--- src/rtl/rxq_pkg.sv ---
package rxq_pkg;

  // Strobes issued by the control to the datapath for one cycle.
  typedef struct packed {
    logic pop;      // retire oldest message
    logic push;     // accept newly stored message
    logic setOvr;   // set overrun status
    logic clrOvr;   // clear overrun status
    logic fireRx;   // receive interrupt pulse next cycle
    logic fireOvr;  // overrun interrupt pulse next cycle
  } rxqStrobes_t;

endpackage

--- src/rtl/rxq_ctrl.sv ---
module rxq_ctrl
  import rxq_pkg::*;
#(
  parameter int DEPTH = 8,
  parameter int CNT_W = $clog2(DEPTH + 1)
) (
  input  logic             cmdWe,
  input  logic             cmdRelease,
  input  logic             cmdClearOverrun,
  input  logic             pushIn,
  input  logic             overrunEvent,
  input  logic             rxIntEnable,
  input  logic             overrunIntEnable,
  input  logic [CNT_W-1:0] msgCount,
  input  logic             overrunStatus,
  output rxqStrobes_t      strobes
);

  localparam logic [CNT_W-1:0] FULL_COUNT = CNT_W'(DEPTH);
  localparam logic [CNT_W-1:0] ONE_COUNT  = CNT_W'(1);

  logic releaseReq;
  logic clearReq;
  logic queueEmpty;
  logic queueFull;
  logic popOk;
  logic pushOk;
  logic moreAfterPop;

  always_comb begin
    releaseReq   = cmdWe & cmdRelease;
    clearReq     = cmdWe & cmdClearOverrun;
    queueEmpty   = (msgCount == '0);
    queueFull    = (msgCount == FULL_COUNT);
    popOk        = releaseReq & ~queueEmpty;
    pushOk       = pushIn & (~queueFull | popOk);
    moreAfterPop = (msgCount > ONE_COUNT) | pushOk;

    strobes.pop     = popOk;
    strobes.push    = pushOk;
    strobes.setOvr  = overrunEvent;
    strobes.clrOvr  = clearReq;
    strobes.fireRx  = rxIntEnable &
                      ((queueEmpty & pushOk) | (popOk & moreAfterPop));
    strobes.fireOvr = overrunIntEnable & overrunEvent &
                      (~overrunStatus | clearReq);
  end

endmodule

--- src/rtl/rxq_datapath.sv ---
module rxq_datapath
  import rxq_pkg::*;
#(
  parameter int DEPTH = 8,
  parameter int CNT_W = $clog2(DEPTH + 1)
) (
  input  logic             clk,
  input  logic             rstN,
  input  rxqStrobes_t      strobes,
  output logic [CNT_W-1:0] msgCount,
  output logic             overrunStatus,
  output logic             rxIrq,
  output logic             overrunIrq
);

  logic [CNT_W-1:0] countNext;

  always_comb begin
    unique case ({strobes.pop, strobes.push})
      2'b10:   countNext = msgCount - 1'b1;
      2'b01:   countNext = msgCount + 1'b1;
      default: countNext = msgCount;
    endcase
  end

  always_ff @(posedge clk or negedge rstN) begin
    if (!rstN) begin
      msgCount      <= '0;
      overrunStatus <= 1'b0;
      rxIrq         <= 1'b0;
      overrunIrq    <= 1'b0;
    end else begin
      msgCount <= countNext;
      if (strobes.setOvr)      overrunStatus <= 1'b1;
      else if (strobes.clrOvr) overrunStatus <= 1'b0;
      rxIrq      <= strobes.fireRx;
      overrunIrq <= strobes.fireOvr;
    end
  end

endmodule

--- src/rtl/rxq_release_ctrl.sv ---
module rxq_release_ctrl
  import rxq_pkg::*;
#(
  parameter int DEPTH = 8,
  parameter int CNT_W = $clog2(DEPTH + 1)
) (
  input  logic             clk,
  input  logic             rstN,
  input  logic             cmdWe,
  input  logic             cmdRelease,
  input  logic             cmdClearOverrun,
  input  logic             pushIn,
  input  logic             overrunEvent,
  input  logic             rxIntEnable,
  input  logic             overrunIntEnable,
  output logic [CNT_W-1:0] msgCount,
  output logic             rxBufferStatus,
  output logic             overrunStatus,
  output logic             rxIrq,
  output logic             overrunIrq
);

  rxqStrobes_t strobes;

  rxq_ctrl #(.DEPTH(DEPTH), .CNT_W(CNT_W)) u_ctrl (
    .cmdWe            (cmdWe),
    .cmdRelease       (cmdRelease),
    .cmdClearOverrun  (cmdClearOverrun),
    .pushIn           (pushIn),
    .overrunEvent     (overrunEvent),
    .rxIntEnable      (rxIntEnable),
    .overrunIntEnable (overrunIntEnable),
    .msgCount         (msgCount),
    .overrunStatus    (overrunStatus),
    .strobes          (strobes)
  );

  rxq_datapath #(.DEPTH(DEPTH), .CNT_W(CNT_W)) u_data (
    .clk           (clk),
    .rstN          (rstN),
    .strobes       (strobes),
    .msgCount      (msgCount),
    .overrunStatus (overrunStatus),
    .rxIrq         (rxIrq),
    .overrunIrq    (overrunIrq)
  );

  assign rxBufferStatus = (msgCount != '0);

endmodule

--- config.mk ---
export PLATFORM = sky130hd
export DESIGN_NAME = rxq_release_ctrl
export DESIGN_NICKNAME = d
export VERILOG_FILES = /design/src/rtl/rxq_pkg.sv /design/src/rtl/rxq_ctrl.sv /design/src/rtl/rxq_datapath.sv /design/src/rtl/rxq_release_ctrl.sv
export SDC_FILE = /design/constraint.sdc
export NUM_CORES = 1
export LEC_CHECK = 0
export BUFFER_PORTS_ARGS = -buffer_cell sky130_fd_sc_hd__buf_4
export CAP_MARGIN = 15
export CORE_AREA = 2 2 39 41
export DETAILED_ROUTE_END_ITERATION = 6
export DIE_AREA = 0 0 41 43
export GPL_TIMING_DRIVEN = 0
export SLEW_MARGIN = 20
export SYNTH_ARGS = -nofsm -noshare
export SYNTH_HDL_FRONTEND = slang
export SYNTH_SLANG_ARGS = --single-unit
--- constraint.sdc ---
create_clock -name clk -period 2.6 [get_ports clk]
set_clock_uncertainty 0.05 [all_clocks]
set_input_delay 0.13 -clock clk [delete_from_list [all_inputs] [get_ports clk]]
set_output_delay 0.13 -clock clk [all_outputs]
set_load 0.01 [all_outputs]
==> run metrics <==
setup ws final=0.357 ns; routed vias/inst=4.59; total wire length=804 um; Worst EP required=2.73 ns; Max Clk Rate=446 MHz; Crit Path Category=reg2reg; Synth Flop Type=dfrtp_1; Die W=41 um; sequential area share after synthesis=0.440; H-tree depth=1; leading area contributor after synthesis=dfrtp_1; worst r2r src=u_data.msgCount[0]; Avg Inst Size Synth=10.2 um^2; Yosys cell types=19; Synth Net Count=53; Worst-Margin Slew=0.230 ns; GP Congestion=0.724; die height=43 um; DRC viols=0; die area=1760 um^2; Sum Neg Setup Slack=0 ns; Final min period=2.24 ns; setup slack, reg-to-reg=0.36 ns; crit path from=u_data.msgCount[0]; Post-synth top cells=dfrtp_1, ha_1, nand2_1; EDFF count, synth=0; area of the core=1380 um^2; Remaining Overflow, GRT=0; Initial Util=0.288; layout cells sized above 1=0.350; final hold vios=0; outcome=completed; first-pass GRT wire length=1300 um; Startpoint Class=flop; Reg2Reg Depth=8; CTS hold repair buffers=1; count leader, synth=dfrtp_1; num rows=14; CP Data Arrival Time=2.37 ns; cell count after synthesis=39; CP Capture Type=flop; Mapped Area=398 um^2; P per Cell Area=983 nW/um^2; clock transition at the registers of the reported paths=0.05 ns; CTS tree=yes; Synth area leaders=dfrtp_1, ha_1, xor2_1, nand2_1, inv_1; Hold WC Path Type=in2reg; reg2reg end=u_data.msgCount[3]; YS warnings=0; clock root cell=clkbuf_4; final period utilization=0.863; Worst Setup EP=u_data.msgCount[3]; initial drt markers=2; Place WS=0.360 ns; Total Nets Final=75; final-report setup violation count=0; I/O pin count=17; DR vias=349; Synth top area share=0.440; initial antenna violation count=0; largest net degree at the start of global routing=8; PostCTS Resize Cnt=0; IO buf count=16; Final Util=0.415; Worst VDD drop=0.405 mV; total global-route track usage=0.113; Slew HR=0.846; Sink Count=7; asr flop ratio synth=1.00; synthesized flop and latch total=7; max cap viols=0; unrepaired setup endpoints after global routing=no; vias in the first global route=342; Routed Antenna Nets=0; fin. max-slew vios=0; crit path max fanout=7; Layout area overhead=44.3%; number of CTS-inserted buffers=3; clk buf depth=2; LEAKAGE=0.286 nW; antenna fix cells=0; drt pass-1 iters=3; DR WL/cell=10.6 um; Layout fillers=144; clk_lat worst skew=0.25 ns; Post-CTS Setup Bufs=0
worst min-delay path by stage:
stage | slack, ns | cells past startpoint | startpoint | endpoint
2_1_floorplan | -0.22 | 0 | rstN | u_data.msgCount[0]
3_3_place_gp | -0.10 | 1 | rstN | u_data.overrunIrq
3_5_place_dp | -0.10 | 1 | rstN | u_data.msgCount[3]
4_1_cts | 0.03 | 2 | overrunEvent | u_data.overrunStatus
5_1_grt | 0.04 | 2 | overrunEvent | u_data.overrunStatus
6_report | 0.04 | 2 | overrunEvent | u_data.overrunStatus
per-layer routing:
layer	global-route usage	part of all wire	vias up
met1	0.112	0.41	158
met2	0.188	0.50	13
li1	-	-	178
met5	0	0	-
met3	0.0785	0.088	0
met4	0.0200	0	0
cells in the final DEF, fill, tap and decap left out, drive strengths merged:
master,n
or2,1
xnor2,1
nand3,2
nand4,1
a211oi,1
dfrtp,7
mux2i,1
o21a,1
nor4,1
nor2,3
dlygate4sd3,1
xor2,3
ha,5
or4,1
nand2,4
a21boi,1
clkbuf,4
inv,3
a21oi,1
o21ai,1
buf,16
nor3,1
metrics by stage:
| step | instance area [um^2] | hold slack [ns] | total power [mW] | cells |
|---|---|---|---|---|
| global route | 574 | 0.0370 | 0.614 | 76 |
| global placement | 538 | -0.104 | 0.463 | 71 |
| finish | 574 | 0.0411 | 0.565 | 76 |
| detailed placement | 538 | -0.103 | 0.470 | 71 |
| CTS | 574 | 0.0331 | 0.574 | 76 |
| floorplan | 398 | -0.216 | 0.358 | 39 |
logic make-up (layout without fill, tap and decap cells):
logic type	after synthesis	in the layout	share of synthesized area
AO/OA/AOI/OAI	5	5	0.0912
XOR/XNOR	4	4	0.0881
adder cells (fa/ha/maj)	5	5	0.157
buffers and inverters	3	24	0.0283
flip-flops	7	7	0.440
multiplexers	1	1	0.0252
AND/OR/NAND/NOR	14	14	0.170
worst max-delay path, cell delays in order, from the launching register on:
cell and delay, ns:
dfrtp_1 0.45, inv_1 0.11, ha_1 0.22, nand3_1 0.09
o21a_1 0.18, ha_1 0.26, or4_1 0.50, a21oi_2 0.16
xor2_1 0.15
registers in the layout, summed over array words and instances (netlist names):
signal,flops
u_data.overrunStatus,1
u_data.msgCount,4
u_data.overrunIrq,1
u_data.rxIrq,1
final cells by class:
class	instances	area, um^2	share of cell area
Clock buffer	4	26.3	0.0458
Inverter	3	11.3	0.0196
Multi-Input combinational cell	29	211	0.368
Sequential cell	7	175	0.305
Tap cell	16	20.0	0.0349
Timing Repair Buffer	17	130	0.227
power by group:
part,total (mW),switching [mW],internal [mW]
clock network,0.0966,0.0382,0.0585
logic,0.262,0.126,0.137
registers,0.206,0.0584,0.147
total,0.565,0.222,0.343
Power figures use the tool's default switching activity.
